**config.mk**
```make
export PLATFORM = sky130hd
export DESIGN_NAME = vint_ack_unit
export DESIGN_NICKNAME = d
export VERILOG_FILES = /design/src/rtl/vint_pkg.sv /design/src/rtl/vint_select.sv /design/src/rtl/vint_prio_stack.sv /design/src/rtl/vint_ack_unit.sv
export SDC_FILE = /design/constraint.sdc
export NUM_CORES = 1
export LEC_CHECK = 0
export BUFFER_PORTS_ARGS = -buffer_cell sky130_fd_sc_hd__buf_2
export CORE_AREA = 3 3 121 123
export CTS_CLUSTER_DIAMETER = 40
export DETAILED_ROUTE_END_ITERATION = 12
export DIE_AREA = 0 0 124 126
export PLACE_DENSITY = 0.76
export SLEW_MARGIN = 15
export SYNTH_ARGS = -nofsm -noshare
export SYNTH_HDL_FRONTEND = slang
export SYNTH_SLANG_ARGS = --single-unit
```
**constraint.sdc**
```tcl
create_clock -name clk -period 7.01 [get_ports clk]
set_input_delay 0 -clock clk [delete_from_list [all_inputs] [get_ports clk]]
set_output_delay 0 -clock clk [all_outputs]
set_load 0.01 [all_outputs]
```
**src/rtl/vint_pkg.sv**
```systemverilog
package vint_pkg;

    parameter int unsigned VID_W   = 10;
    parameter int unsigned VPRIO_W = 5;

    typedef enum logic [1:0] {
        ST_INVALID  = 2'b00,
        ST_PENDING  = 2'b01,
        ST_ACTIVE   = 2'b10,
        ST_PEND_ACT = 2'b11
    } vstate_e;

    typedef struct packed {
        logic [VID_W-1:0]   id;
        logic [VPRIO_W-1:0] prio;
        logic               grp;
        vstate_e            st;
    } lr_entry_t;

    localparam int unsigned OFF_CTRL  = 'h000;
    localparam int unsigned OFF_ACK   = 'h004;
    localparam int unsigned OFF_HPEND = 'h008;
    localparam int unsigned OFF_EOI   = 'h010;
    localparam int unsigned OFF_AEOI  = 'h014;
    localparam int unsigned OFF_DEACT = 'h020;

    localparam logic [31:0] CTRL_WMASK = 32'h0000_021F;
    localparam int unsigned CB_MODE    = 9;
    localparam int unsigned CB_G1ACK   = 2;

    localparam logic [31:0] ID_SPUR_G1 = 32'd1022;
    localparam logic [31:0] ID_NONE    = 32'd1023;

    function automatic logic [31:0] id_word(input logic [VID_W-1:0] id);
        return {{(32-VID_W){1'b0}}, id};
    endfunction

endpackage

```
**src/rtl/vint_select.sv**
```systemverilog
module vint_select
    import vint_pkg::*;
#(
    parameter int unsigned N_LR  = 4,
    localparam int unsigned IDX_W = (N_LR > 1) ? $clog2(N_LR) : 1
) (
    input  lr_entry_t        ent [N_LR],
    output logic             found,
    output logic [IDX_W-1:0] idx
);
    logic [VPRIO_W-1:0] bestp;

    always_comb begin
        found = 1'b0;
        idx   = '0;
        bestp = '0;
        for (int i = 0; i < N_LR; i++) begin
            if (ent[i].st == ST_PENDING && (!found || ent[i].prio < bestp)) begin
                found = 1'b1;
                idx   = IDX_W'(i);
                bestp = ent[i].prio;
            end
        end
    end
endmodule

```
**src/rtl/vint_prio_stack.sv**
```systemverilog
module vint_prio_stack #(
    parameter int unsigned DEPTH = 4,
    parameter int unsigned W     = 5,
    localparam int unsigned CNT_W = $clog2(DEPTH + 1),
    localparam int unsigned PTR_W = (DEPTH > 1) ? $clog2(DEPTH) : 1
) (
    input  logic         clk,
    input  logic         rst,
    input  logic         push,
    input  logic         pop,
    input  logic [W-1:0] push_prio,
    output logic [W-1:0] top,
    output logic         empty,
    output logic         full
);
    logic [W-1:0]     mem [DEPTH];
    logic [CNT_W-1:0] cnt;

    assign empty = (cnt == '0);
    assign full  = (cnt == CNT_W'(DEPTH));
    assign top   = empty ? '0 : mem[PTR_W'(cnt - 1'b1)];

    always_ff @(posedge clk) begin
        if (rst) begin
            cnt <= '0;
            for (int i = 0; i < DEPTH; i++) mem[i] <= '0;
        end else if (push && !full) begin
            mem[PTR_W'(cnt)] <= push_prio;
            cnt              <= cnt + 1'b1;
        end else if (pop && !empty) begin
            cnt <= cnt - 1'b1;
        end
    end

    a_r3_no_overflow: assert property (@(posedge clk) disable iff (rst) push |-> !full);
    a_r5_no_underflow: assert property (@(posedge clk) disable iff (rst) pop |-> !empty);
    a_r3_push_pop_excl: assert property (@(posedge clk) disable iff (rst) !(push && pop));
endmodule

```
**src/rtl/vint_ack_unit.sv**
```systemverilog
module vint_ack_unit
    import vint_pkg::*;
#(
    parameter int unsigned N_LR      = 4,
    parameter int unsigned STK_DEPTH = 4,
    parameter int unsigned ADDR_W    = 12,
    localparam int unsigned IDX_W    = (N_LR > 1) ? $clog2(N_LR) : 1
) (
    input  logic               clk,
    input  logic               rst,
    input  logic               bus_req,
    input  logic               bus_we,
    input  logic [ADDR_W-1:0]  bus_addr,
    input  logic [31:0]        bus_wdata,
    output logic [31:0]        bus_rdata,
    output logic               bus_rvalid,
    input  logic               ld_valid,
    input  logic [IDX_W-1:0]   ld_idx,
    input  logic [VID_W-1:0]   ld_id,
    input  logic [VPRIO_W-1:0] ld_prio,
    input  logic               ld_grp,
    input  logic [1:0]         ld_state,
    output logic               cmpl_valid,
    output logic [VID_W-1:0]   cmpl_id,
    output logic               bad_deact
);
    lr_entry_t          lr [N_LR];
    logic [31:0]        ctrl_q;
    logic               sel_found;
    logic [IDX_W-1:0]   sel_idx;
    logic [VPRIO_W-1:0] stk_top;
    logic               stk_empty, stk_full;
    logic               m_found;
    logic [IDX_W-1:0]   m_idx;
    lr_entry_t          best;

    logic rd, wr, a_ctrl, a_ack, a_hpend, a_eoi, a_deact;
    logic mode_split, g1_ack_en, g1_masked, preempt_ok;
    logic ack_grant, drop, deact_req, deact_hit, bad_now;
    logic [31:0] ack_val, hpend_val, rd_val;
    logic [VID_W-1:0] wid;

    assign rd      = bus_req && !bus_we;
    assign wr      = bus_req && bus_we;
    assign a_ctrl  = (bus_addr == ADDR_W'(OFF_CTRL));
    assign a_ack   = (bus_addr == ADDR_W'(OFF_ACK));
    assign a_hpend = (bus_addr == ADDR_W'(OFF_HPEND));
    assign a_eoi   = (bus_addr == ADDR_W'(OFF_EOI)) || (bus_addr == ADDR_W'(OFF_AEOI));
    assign a_deact = (bus_addr == ADDR_W'(OFF_DEACT));
    assign wid     = bus_wdata[VID_W-1:0];

    assign mode_split = ctrl_q[CB_MODE];
    assign g1_ack_en  = ctrl_q[CB_G1ACK];

    vint_select #(.N_LR(N_LR)) u_sel (
        .ent   (lr),
        .found (sel_found),
        .idx   (sel_idx)
    );

    assign best       = lr[sel_idx];
    assign g1_masked  = sel_found && best.grp && !g1_ack_en;
    assign preempt_ok = stk_empty || (best.prio < stk_top);
    assign ack_grant  = rd && a_ack && sel_found && !g1_masked && preempt_ok && !stk_full;

    always_comb begin
        if (!sel_found)                  ack_val = ID_NONE;
        else if (g1_masked)              ack_val = ID_SPUR_G1;
        else if (!preempt_ok || stk_full) ack_val = ID_NONE;
        else                             ack_val = id_word(best.id);
        if (!sel_found)                  hpend_val = ID_NONE;
        else if (g1_masked)              hpend_val = ID_SPUR_G1;
        else                             hpend_val = id_word(best.id);
        if (a_ctrl)                      rd_val = ctrl_q;
        else if (a_ack)                  rd_val = ack_val;
        else if (a_hpend)                rd_val = hpend_val;
        else                             rd_val = '0;
    end

    assign drop      = wr && a_eoi && !stk_empty;
    assign deact_req = (drop && !mode_split) || (wr && a_deact && mode_split);
    assign bad_now   = wr && a_deact && !mode_split;

    always_comb begin
        m_found = 1'b0;
        m_idx   = '0;
        for (int i = N_LR - 1; i >= 0; i--) begin
            if (lr[i].id == wid && lr[i].st[1]) begin
                m_found = 1'b1;
                m_idx   = IDX_W'(i);
            end
        end
    end
    assign deact_hit = deact_req && m_found;

    vint_prio_stack #(.DEPTH(STK_DEPTH), .W(VPRIO_W)) u_stk (
        .clk       (clk),
        .rst       (rst),
        .push      (ack_grant),
        .pop       (drop),
        .push_prio (best.prio),
        .top       (stk_top),
        .empty     (stk_empty),
        .full      (stk_full)
    );

    always_ff @(posedge clk) begin
        if (rst) begin
            for (int i = 0; i < N_LR; i++) lr[i] <= '0;
        end else begin
            if (ack_grant) lr[sel_idx].st <= ST_ACTIVE;
            if (deact_hit)
                lr[m_idx].st <= (lr[m_idx].st == ST_PEND_ACT) ? ST_PENDING : ST_INVALID;
            if (ld_valid)
                lr[ld_idx] <= '{id: ld_id, prio: ld_prio, grp: ld_grp, st: vstate_e'(ld_state)};
        end
    end

    always_ff @(posedge clk) begin
        if (rst) begin
            ctrl_q     <= '0;
            bus_rdata  <= '0;
            bus_rvalid <= 1'b0;
            cmpl_valid <= 1'b0;
            cmpl_id    <= '0;
            bad_deact  <= 1'b0;
        end else begin
            if (wr && a_ctrl) ctrl_q <= bus_wdata & CTRL_WMASK;
            bus_rvalid <= rd;
            bus_rdata  <= rd ? rd_val : '0;
            cmpl_valid <= deact_hit;
            cmpl_id    <= deact_hit ? lr[m_idx].id : '0;
            bad_deact  <= bad_now;
        end
    end

    a_r10_rvalid_after_read: assert property (@(posedge clk) disable iff (rst)
        bus_rvalid |-> $past(rd));
    a_r7_cmpl_cause: assert property (@(posedge clk) disable iff (rst)
        cmpl_valid |-> $past(wr && ((a_deact && mode_split) || (a_eoi && !mode_split))));
    a_r8_bad_no_cmpl: assert property (@(posedge clk) disable iff (rst)
        bad_deact |-> !cmpl_valid);
    a_r1_ctrl_res0: assert property (@(posedge clk) disable iff (rst)
        (bus_rvalid && $past(a_ctrl)) |-> ((bus_rdata & ~CTRL_WMASK) == 32'd0));
    a_r6_no_cmpl_on_split_eoi: assert property (@(posedge clk) disable iff (rst)
        (wr && a_eoi && mode_split) |=> !cmpl_valid);
endmodule

```
# Word-level counts from Yosys, hierarchy flattened
# Memories as Yosys holds them, arrays and structs flattened.
# Cells that the tools add are included.
# totals
mem_bits_rw	20
elab_cells	168
ff_bits	126
memories	1
out_inout_bits	45
# classes
add_sub_neg	2
n_bitwise	5
n_reduce_logical	53
n_lt_le_gt_ge	10
eq_ne	15
mux	58
# mem_list
memory	words	width	rd	rd_clocked_by_memory_dff	write_ports	line	rtl
u_stk.mem	4	5	1	0	4	vint_prio_stack.sv:16	logic [W-1:0] mem [DEPTH];
# ops
op	count
two-way mux 72 bit	5
bitwise mux 72 bit	3
demux 18 bit (select 2 bit)	3
two-way mux 32 bit	3
two-way mux 18 bit	5
binary-select mux 18 bit (select 2 bit)	2
two-way mux 10 bit	5
equality test 10 bit	4
logical AND 1 bit	29
two-way mux 5 bit	5
equality test 12 x 5 -> 1 bit, second input constant	2
< comparator 5 bit	4
two-way mux 2 bit	9
two-way mux 1 bit	16
equality test 12 x 3 -> 1 bit, second input constant	1
equality test 12 x 4 -> 1 bit, second input constant	1
equality test 12 x 6 -> 1 bit, second input constant	1
logical NOT 12 bit	1
logical NOT 1 bit	10
>= comparator 3 bit, second input constant	3
< comparator 3 x 1 -> 1 bit, second input constant	3
inverter 2 -> 3 bit	3
equality test 2 x 1 -> 1 bit, second input constant	4
logical OR 1 bit	7
11 further kinds	14

# Logic depth before layout (Yosys ltp)
# Gate-level depths: netlist of the first run.
# logic_depth
ltp_word	31
ltp_mapped	39
depth_no_buf	34

# Hierarchy
# Synthesis of the first run repeated with hierarchy kept, for this count alone.
# unflattened
hier_cells	820
area_unflattened_um2	7252.0
# modules_own_cells
mod	n_inst	seq_area_each_um2	area_each_um2	cells_per_inst
vint_ack_unit	1	2021.9	5350.1	646
vint_prio_stack	1	660.6	1281.2	95
vint_select	1	0.0	620.6	79

# Least setup slack after synthesis of the first run
# Ideal clock, no wire load.
# synth_timing
path_kind	register to register
from	register lr[54] (netlist bit)
to	memory u_stk.mem[1][0] (enable)
path_buffers	4
path_slack_ns	-0.668
stages_incl_launch_ff	38
period_less_slack_ns	7.678
t_arrival_ns	7.302
cell_sequence	dfxtp_1 -> nor2b_1 -> buf_4 -> nand2_1 -> ha_1 -> a21oi_1 -> o21ai_2 -> o31ai_2 -> clkbuf_1 -> nor2_1 -> a21oi_1 -> ha_1 -> a21oi_1 -> o211ai_1 -> a21oi_1 -> a211oi_1 -> buf_2 -> clkbuf_1 -> (+2 left out) -> ha_1 -> o21a_1 -> o21ai_0 -> a211o_1 -> a211oi_1 -> a211o_1 -> and3_1 -> nand2b_1 -> o211a_1 -> ha_1 -> a21oi_1 -> nor2b_1 -> o21ai_0 -> a32oi_1 -> and2_1 -> a31oi_2 -> o211ai_2 -> o31ai_1
# synth_lines
element	line	rtl
start: declaration	vint_ack_unit.sv:27	lr_entry_t lr [N_LR];
start signal: indexed assignment	vint_ack_unit.sv:115	lr[ld_idx] <= '{id: ld_id, prio: ld_prio, grp: ld_grp, st: vstate_e'(ld_state)};
end: declaration	vint_prio_stack.sv:16	

==> metrics.cfg, run 1 <==
[setup_path]
critPathMaxStageDelay_ns = 0.41
critPathKind = flip-flop to flip-flop
path_max_fanout = 7
rr_endpoint = u_stk.mem[3][1]
critPathLaunchType = flip-flop
reg2reg_depth = 32
required_ns = 7.10
timing.critical_path.buf_inv = 2
arrival_ns = 7.04
slowest_stage = o31ai_4
end_kind = flip-flop
timing.reg2reg.setup_slack_ns = 0.06
r2r-start = lr[54]
cp_top_family = compound AO/OA/AOI/OAI gates

[yosys]
synthesis.area_um2 = 7068
ys.flop_type = dfxtp_1
synth.most_common_cell = nand2_1
synth_commonest_cells = nand2_1, a21oi_1, dfxtp_1
syn_inst = 871
synth_top_area_share_pct = 29.46
synth-async-reset-ratio_pct = 0
ys_ff_latch = 124
yosys_warnings = 0
syn-mean-instance-area_um2 = 8.115
synth.area.top_cells = dfxtp_1, nand2_1, edfxtp_1
synth_edf_count = 20
synth_cell_types = 74
ys_seq_area_share_pct = 37.95
synth_top_area_cell = dfxtp_1

[floorplanning]
rows = 43
ioPinCount = 114
dieWidth_um = 124
initial_utilization_pct = 51.32
die_y_um = 126
die_area_um2 = 15620
core_area_um2 = 13770

[global_routing]
grt_pass1_vias = 6405
antenna_found_initial = 0
grt-ovfl-total = 0
grt_pass1_wl_um = 32900
grt_max_degree = 88
grt_usage_pct = 27.04

[outcome]
status = complete, no violations

[routing]
wl_per_cell_um = 18.43
viasPerCell = 5.889
route.detailed.drc = 0
drtIter0Drc = 678
postRouteAntennaNets = 0
first_pass_iters = 5
wl_um = 21510
vias = 6872

[sta]
slew_headroom_pct = 30.89
fin_crit_sh_pct = 99.20
setup_viol = 0
fin_crit_ns = 6.954
worst_slew_pin_slew_ns = 1.034
fmax_mhz = 143.8
skew_ns = 0.008975
timing.final.ws_setup_ns = 0.05630
hold_viol_final = 0
rsz0062_at_grt = yes
final_max_slew_viol_count = 0

[clock_tree]
cts_tree = yes
cts-buffers-inserted = 17
cts.sinks = 124
cts_root_buf = clkbuf_16
htree_levels = 4
clock_path_buffers = 2
clock_latency_ns = 0.43
clk_pin_slew_ns = 0.06

[worst_hold_path]
hold-path-endpoint = bus_rdata[0]
min_path_type = input port to flip-flop
holdPathStages = 4
worstHoldStart = bus_addr[2]

[pwr]
switching_share_pct = 25.12
power_frac_seq_pct = 39.2
p_clk_share_pct = 49.2
p_switching_w = 0.0004869
p_int_w = 0.001452
p_leak_nw = 3.308
p_comb_share_pct = 11.6
ir_drop_mv = 0.1730
power.density_nw_per_um2 = 215.0

[finish]
nets = 1062
area_delta_synth_final_pct = 27.56
diodes = 0
drive_gt1_share_pct = 23.10
fin_area_um2 = 9016
fill_cells = 1145

[placement]
globalplace.congestion = 0.9518
post-place-ws_ns = -0.02423
dp_hpwl_um = 14160
port_buffers = 69
place_area_um2 = 7646

[flow_run]
cap_violations = 0

## sequential cells by signal, indices dropped and copies added (netlist names)
register / flops
lr: 72
u_stk.mem: 20
bus_rdata: 10
cmpl_id: 10
ctrl_q: 6
u_stk.cnt: 3
bad_deact: 1
bus_rvalid: 1
cmpl_valid: 1
## per-stage QoR
| stage | setup TNS, ns | power [W] | util [%] | hold slack (ns) | instances |
|---|---|---|---|---|---|
| after floorplan | 0 | 0.0009020 | - | 0.1194 | 892 |
| after global placement | 0 | 0.0009535 | 55.51 | 0.2624 | 1090 |
| after detailed placement | -0.2744 | 0.0009573 | 55.51 | 0.2788 | 1090 |
| after CTS | 0 | 0.001912 | 62.56 | 0.02493 | 1155 |
| after global routing | -10.46 | 0.001995 | 65.46 | 0.09670 | 1167 |
| final | 0 | 0.001938 | 65.46 | 0.04044 | 1167 |
## cells in the final DEF, fill, tap and decap left out, types with 5 or more instances in the layout
| cell | count |
|---|---|
| and3_1 | 6 |
| buf_4 | 35 |
| ha_4 | 7 |
| mux2_2 | 13 |
| mux2i_1 | 10 |
| nor3_1 | 8 |
| a22oi_1 | 12 |
| ha_1 | 11 |
| nand4_1 | 18 |
| edfxtp_1 | 20 |
| buf_2 | 69 |
| nor2b_1 | 5 |
| a21oi_1 | 101 |
| nor2_1 | 59 |
| nand2_1 | 175 |
| nand3_1 | 24 |
| xnor2_1 | 41 |
| a21oi_2 | 9 |
| mux4_2 | 5 |
| dfxtp_1 | 103 |
| nand2b_1 | 15 |
| conb_1 | 22 |
| clkbuf_16 | 17 |
| inv_1 | 9 |
| a211oi_1 | 6 |
| o21ai_0 | 16 |
| dlygate4sd3_1 | 33 |
| a31oi_1 | 7 |
| a221oi_1 | 7 |
| nand2_2 | 5 |
## layout make-up
| class | instances | area [um^2] | area share (%) |
|---|---|---|---|
| well taps | 180 | 225.2 | 2.498 |
| multi-input cells | 681 | 4449 | 49.35 |
| inverters | 9 | 33.78 | 0.3747 |
| flip-flops and latches | 124 | 2684 | 29.77 |
| clock inverters | 12 | 183.9 | 2.040 |
| repair buffers | 141 | 983.4 | 10.91 |
| clock buffers | 20 | 456.7 | 5.065 |
## power groups by stage
| stage | logic [W] | registers (W) | clock network [W] |
|---|---|---|---|
| 3_5_place_dp | 0.000184 | 0.000773 | 0 |
| 5_1_grt | 0.000243 | 0.000761 | 0.000991 |
| 2_1_floorplan | 0.000135 | 0.000767 | 0 |
| 3_3_place_gp | 0.000182 | 0.000772 | 0 |
| 4_1_cts | 0.000199 | 0.000758 | 0.000955 |
| 6_report | 0.000226 | 0.000759 | 0.000953 |
## worst max-delay path by stage
stage / endpoint / slack, ns / start / cells past startpoint
final: u_stk.mem[3][1] / 0.06 / lr[54] / 32
after detailed placement: u_stk.mem[3][2] / -0.02 / lr[54] / 33
after global placement: u_stk.mem[3][2] / 0.15 / lr[54] / 32
after CTS: u_stk.mem[1][4] / 0.02 / lr[54] / 35
after floorplan: u_stk.mem[0][0] / 0.02 / lr[54] / 37
after global routing: u_stk.mem[3][1] / -0.31 / lr[55] / 35
## worst min-delay path, cell delays in order
cell,delay (ns)
buf_2,0.15
inv_1,0.08
a31oi_1,0.07
o32ai_1,0.11
## repair_timing
action	4_1_cts	5_1_grt
hold buffers	33	0
setup buffers	0	11
cloned	0	1
pin swaps	1	37
setup endpoints to repair	25	61
hold endpoints to repair	80	0
gates resized for setup	0	60
## metal layers
metal | wire, um | up-vias | GRT usage (%) | share of wire, %
met3 | 2023 | 36 | 7.903 | 9.4
met1 | 9219 | 3251 | 37.38 | 43
met5 | 0 | - | 0 | 0
met4 | 353 | 0 | 7.668 | 1.6
li1 | - | 3236 | - | -
met2 | 9916 | 349 | 41.17 | 46
## kinds of logic after synthesis
kind of cell	count (synthesis)	share of synthesized area [%]
fa+ha+maj	19	3.363
compound gates	214	19.31
xor+xnor	42	5.204
mux	28	5.081
other cells	1	0.05306
flops	124	37.95
buf+inv	88	6.072
simple gates	355	22.96
No activity file was read; power rests on OpenSTA's default activity.
==> inputs of run 2 (changes only) <==
--- a/config.mk
+++ b/config.mk
@@ -6,10 +6,10 @@
 export NUM_CORES = 1
 export LEC_CHECK = 0
 export BUFFER_PORTS_ARGS = -buffer_cell sky130_fd_sc_hd__buf_2
-export CORE_AREA = 3 3 121 123
+export CORE_AREA = 3 3 93 161
 export CTS_CLUSTER_DIAMETER = 40
 export DETAILED_ROUTE_END_ITERATION = 12
-export DIE_AREA = 0 0 124 126
+export DIE_AREA = 0 0 96 164
 export PLACE_DENSITY = 0.76
 export SLEW_MARGIN = 15
 export SYNTH_ARGS = -nofsm -noshare
==> run 2 against run 1 <==
  * The run now ends with negative setup slack left
  * Critical path depth increased by 1
  * Combinational power increased by 4%
  * Sequential share of layout area decreased by 0.31 points
  * Design area increased by 1.0%
  * Final cell count increased by 1.3%
  * Non-clock buffer count increased by 18
  * Largest cell class unchanged
==> metrics.cfg, run 2 (synthesis results as in run 1) <==
[outcome]
status = finished with violations
violations = negative setup slack

[setup_path]
reg2reg_depth = 33
crit_path_frequent_cell = a21oi_2
end_kind = flip-flop
required_ns = 7.09
timing.reg2reg.setup_slack_ns = -0.20
path_max_fanout = 7
r2r-start = lr[54]
arrival_ns = 7.28
critPathLaunchType = flip-flop
critPathMaxStageDelay_ns = 0.41
slowest_stage = o31ai_4
critPathKind = flip-flop to flip-flop
rr_endpoint = u_stk.mem[1][1]

[finish]
fin_area_um2 = 9110
multiInputGateArea_um2 = 4442
area_delta_synth_final_pct = 28.89
fin_util_pct = 65.51
largest_reg_flops = 72
reg.largest.list = lr (72), u_stk.mem (20)
drive_gt1_share_pct = 24.18
nets = 1080
regArea_um2 = 2684
diodes = 0
fill_cells = 1093
final_common_cell = nand2_1
layout_common_cells = nand2_1, dfxtp_1, a21oi_1
largest-register = lr

[floorplanning]
ioPinCount = 114
rows = 57
die_area_um2 = 15740
core_area_um2 = 13910
initial_utilization_pct = 50.82
dieWidth_um = 96
die_y_um = 164

[clock_tree]
clk_pin_slew_ns = 0.06
cts.sinks = 124
cts_tree = yes
clock_latency_ns = 0.42
htree_levels = 4
cts-buffers-inserted = 17
clock_path_buffers = 2
cts_root_buf = clkbuf_16

[placement]
dp_hpwl_um = 15410
place_area_um2 = 7672
port_buffers = 69
globalplace.congestion = 0.9713

[global_routing]
grt_max_degree = 88
grt_pass1_vias = 6847
grt_usage_pct = 29.05
grt_pass1_wl_um = 34690
antenna_found_initial = 0
grt-ovfl-total = 0

[pwr]
ir_drop_mv = 0.1837
power.density_nw_per_um2 = 206.9
p_leak_nw = 3.371

[worst_hold_path]
worstHoldStart = ld_idx[0]
hold-path-endpoint = lr[22]
holdPathStages = 4
min_path_type = input port to flip-flop

[routing]
route.detailed.drc = 0
dr_wl_met3_um = 1477
drtIter0Drc = 565
first_pass_iters = 6
vias = 7162
viasPerCell = 6.059
postRouteAntennaNets = 0
top_layer_used = met4
wl_met2_um = 12890
wl_per_cell_um = 20.40
wl_met1_um = 7794
wl_um = 24110

[sta]
rsz0062_at_grt = yes
timing.final.ws_setup_ns = -0.1960
setup_viol = 57
worst_slew_pin_slew_ns = 1.051
fin_crit_sh_pct = 102.8
slew_headroom_pct = 29.45
fin_crit_ns = 7.206
skew_ns = 0.01196
final_max_slew_viol_count = 0
fmax_mhz = 138.8
hold_viol_final = 0

[flow_run]
cap_violations = 0

run 2: changes by cell type in the layout (fill, tap and decap cells not counted), moves of 3 or more:
cell       delta
buf_6         +3
buf_4        +13
bufinv_16     -3
inv_6         +5
run 2: how the worst max path moves through the flow:
stage                      start              end  slack [ns]  cells past startpoint
after floorplan           lr[54]  u_stk.mem[0][0]        0.02                     37
after global placement    lr[54]  u_stk.mem[0][2]        0.06                     35
after detailed placement  lr[54]  u_stk.mem[0][2]       -0.05                     35
after CTS                 lr[54]  u_stk.mem[3][1]        0.03                     33
after global routing      lr[54]  u_stk.mem[1][0]       -0.46                     33
final                     lr[54]  u_stk.mem[1][1]       -0.20                     33
run 2: metal layers:
| metal | vias to the layer above | GRT usage, % |
|---|---|---|
| met5 | - | 0 |
| met4 | 0 | 19.56 |
| met3 | 145 | 5.500 |
| met2 | 385 | 53.10 |
| met1 | 3358 | 28.47 |
| li1 | 3274 | - |
run 2: worst max-delay path: cells and delay by family (launching register included):
family / cells / cell delay (ns)
buffers and inverters: 3 / 0.47
AND/OR/NAND/NOR: 8 / 1.06
AO/OA/AOI/OAI: 18 / 3.95
flip-flops: 1 / 0.32
adder cells (fa/ha/maj): 4 / 1.05
run 2: power by group:
part,switching (W),total (W),internal [W]
combinational,0.000138,0.000236,0.0000982
clock,0.000368,0.000890,0.000522
sequential,0.0000187,0.000759,0.000740
run 2: repair_timing:
action	CTS	global route
hold buffers	35	0
setup buffers	3	20
resized for setup	3	57
setup endpoints to repair	40	61
cloned	1	0
pin swaps	4	29
hold endpoints to repair	81	0
run 2: per-stage QoR:
step / TNS [ns] / worst slack [ns] / instances / total power [W] / hold WS (ns)
3_3_place_gp: 0 / 0.05505 / 1091 / 0.0009580 / 0.2611
3_5_place_dp: -0.5152 / -0.04928 / 1091 / 0.0009600 / 0.2702
5_1_grt: -22.16 / -0.4598 / 1182 / 0.001936 / 0.07808
4_1_cts: 0 / 0.03436 / 1162 / 0.001856 / 0.02069
6_report: -5.569 / -0.1960 / 1182 / 0.001885 / 0.04445
2_1_floorplan: 0 / 0.01698 / 892 / 0.0009020 / 0.1194
run 2: final cells by class:
type	instances	share of cell area, %
Sequential cell	124	29.46
Tap cell	177	2.431
Timing Repair Buffer	159	12.46
Clock inverter	14	1.579
Inverter	9	0.3708
Multi-Input combinational cell	681	48.76
Clock buffer	18	4.944
==> inputs of run 3 (changes only) <==
--- a/config.mk
+++ b/config.mk
@@ -10,7 +10,7 @@
 export CTS_CLUSTER_DIAMETER = 40
 export DETAILED_ROUTE_END_ITERATION = 12
 export DIE_AREA = 0 0 96 164
-export PLACE_DENSITY = 0.76
+export PLACE_DENSITY = 0.81
 export SLEW_MARGIN = 15
 export SYNTH_ARGS = -nofsm -noshare
 export SYNTH_HDL_FRONTEND = slang
==> run 3 against run 2 <==
  * The run still ends with negative setup slack left
  * Via count is 0.50% higher
  * Non-clock buffer count fell by 6
  * Critical path depth did not move
  * Hold slack got worse by 0.013 ns
  * Global-route usage increased by 0.94 points
  * Clock power down 2.4%
  * Total power decreased by 0.71%
  * Critical endpoint is now u_stk.mem[3][0]
  * Largest power group unchanged
==> metrics.cfg, run 3 (synthesis results as in run 1) <==
[finish]
diodes = 0
layout_common_cells = nand2_1, dfxtp_1, a21oi_1
largest-register = lr
fin_util_pct = 65.40
area_delta_synth_final_pct = 28.68
reg.largest.list = lr (72), u_stk.mem (20)
drive_gt1_share_pct = 24.62
fin_area_um2 = 9095
final_common_cell = nand2_1
largest_reg_flops = 72
nets = 1074

[floorplanning]
core_area_um2 = 13910
dieWidth_um = 96
die_y_um = 164
rows = 57
die_area_um2 = 15740
ioPinCount = 114
initial_utilization_pct = 50.82

[sta]
setup_viol = 31
timing.final.ws_setup_ns = -0.1077
final_max_slew_viol_count = 0
fin_crit_ns = 7.118
fin_crit_sh_pct = 101.5
hold_viol_final = 0
slew_headroom_pct = 26.69
fmax_mhz = 140.5
worst_slew_pin_slew_ns = 1.097
skew_ns = 0.008484
rsz0062_at_grt = yes
whs_ns = 0.03103

[placement]
place_area_um2 = 7650
globalplace.congestion = 0.9541
port_buffers = 69
dp_hpwl_um = 15780
post-place-ws_ns = -0.02526

[routing]
wl_um = 24500
viasPerCell = 6.121
postRouteAntennaNets = 0
vias = 7198
route.detailed.drc = 0
wl_per_cell_um = 20.83
first_pass_iters = 6
drtIter0Drc = 567

[setup_path]
arrival_ns = 7.20
crit_path_frequent_cell = ha_4
path_max_fanout = 6
critPathKind = flip-flop to flip-flop
slowest_stage = o31ai_4
required_ns = 7.09
end_kind = flip-flop
critPathMaxStageDelay_ns = 0.39
critPathLaunchType = flip-flop

[global_routing]
grt-ovfl-total = 0
grt_max_degree = 88
grt_pass1_wl_um = 35500
antenna_found_initial = 0
grt_pass1_vias = 6814
grt_usage_pct = 30.00

[clock_tree]
cts.sinks = 124
cts_tree = yes
clk_pin_slew_ns = 0.06
cts_root_buf = clkbuf_16
htree_levels = 4
clock_latency_ns = 0.42
clock_path_buffers = 2
cts-buffers-inserted = 17

[pwr]
p_leak_nw = 3.344
power.density_nw_per_um2 = 205.8
ir_drop_mv = 0.1795

[outcome]
status = finished with violations
violations = negative setup slack

[worst_hold_path]
min_path_type = input port to flip-flop

[flow_run]
cap_violations = 0

run 3: layout make-up:
cell class	count	area, um^2
well taps	177	221.5
repair buffers	153	1081
multi-input cells	681	4499
fillers	1055	4812
inverters	9	33.78
clock inverters	15	150.1
clock buffers	17	425.4
flip-flops and latches	124	2684
run 3: path summary, 6_finish.rpt:
| path | startpoint | end | slack, ns | cells past startpoint |
|---|---|---|---|---|
| min | ld_idx[0] | lr[22] | 0.03 | 4 |
| max reg2reg | lr[54] | u_stk.mem[3][0] | -0.11 | 33 |
| min reg2reg | lr[56] | lr[56] | 0.46 | 2 |
| max | lr[54] | u_stk.mem[3][0] | -0.11 | 33 |
run 3: power by group:
group	switching, W	internal [W]
Clock	0.000369	0.000500
Combinational	0.000143	0.000100
Sequential	0.0000195	0.000740
Total	0.000531	0.00134
run 3: worst max-delay path: cells and delay by family (launching register included):
kind | cells | cell delay [ns]
adder cells (fa/ha/maj) | 4 | 1.15
buffers and inverters | 2 | 0.31
AND/OR/NAND/NOR | 9 | 1.44
AO/OA/AOI/OAI | 18 | 3.51
flip-flops | 1 | 0.33
run 3: timing repair:
item,4_1_cts,5_1_grt
endpoints found under the setup margin,52,61
hold endpoints to repair,81,0
setup buffers,3,19
pin swaps,3,48
cloned,1,0
hold buffers,33,0
gates resized for setup,3,70
run 3: layer usage:
metal / up-vias / track usage, % / wire, um
li1: 3273 / - / -
met1: 3368 / 29.82 / 8000
met2: 412 / 53.98 / 12880
met3: 145 / 4.766 / 1579
met4: 0 / 22.28 / 2044
met5: - / 0 / 0
run 3: per-stage QoR:
step                      instances  setup TNS, ns  total power [W]
after floorplan                 892              0        0.0009020
after global placement         1088              0        0.0009569
after detailed placement       1088        -0.1456        0.0009613
after CTS                      1157              0         0.001835
after global routing           1176         -16.39         0.001920
final                          1176         -1.584         0.001871
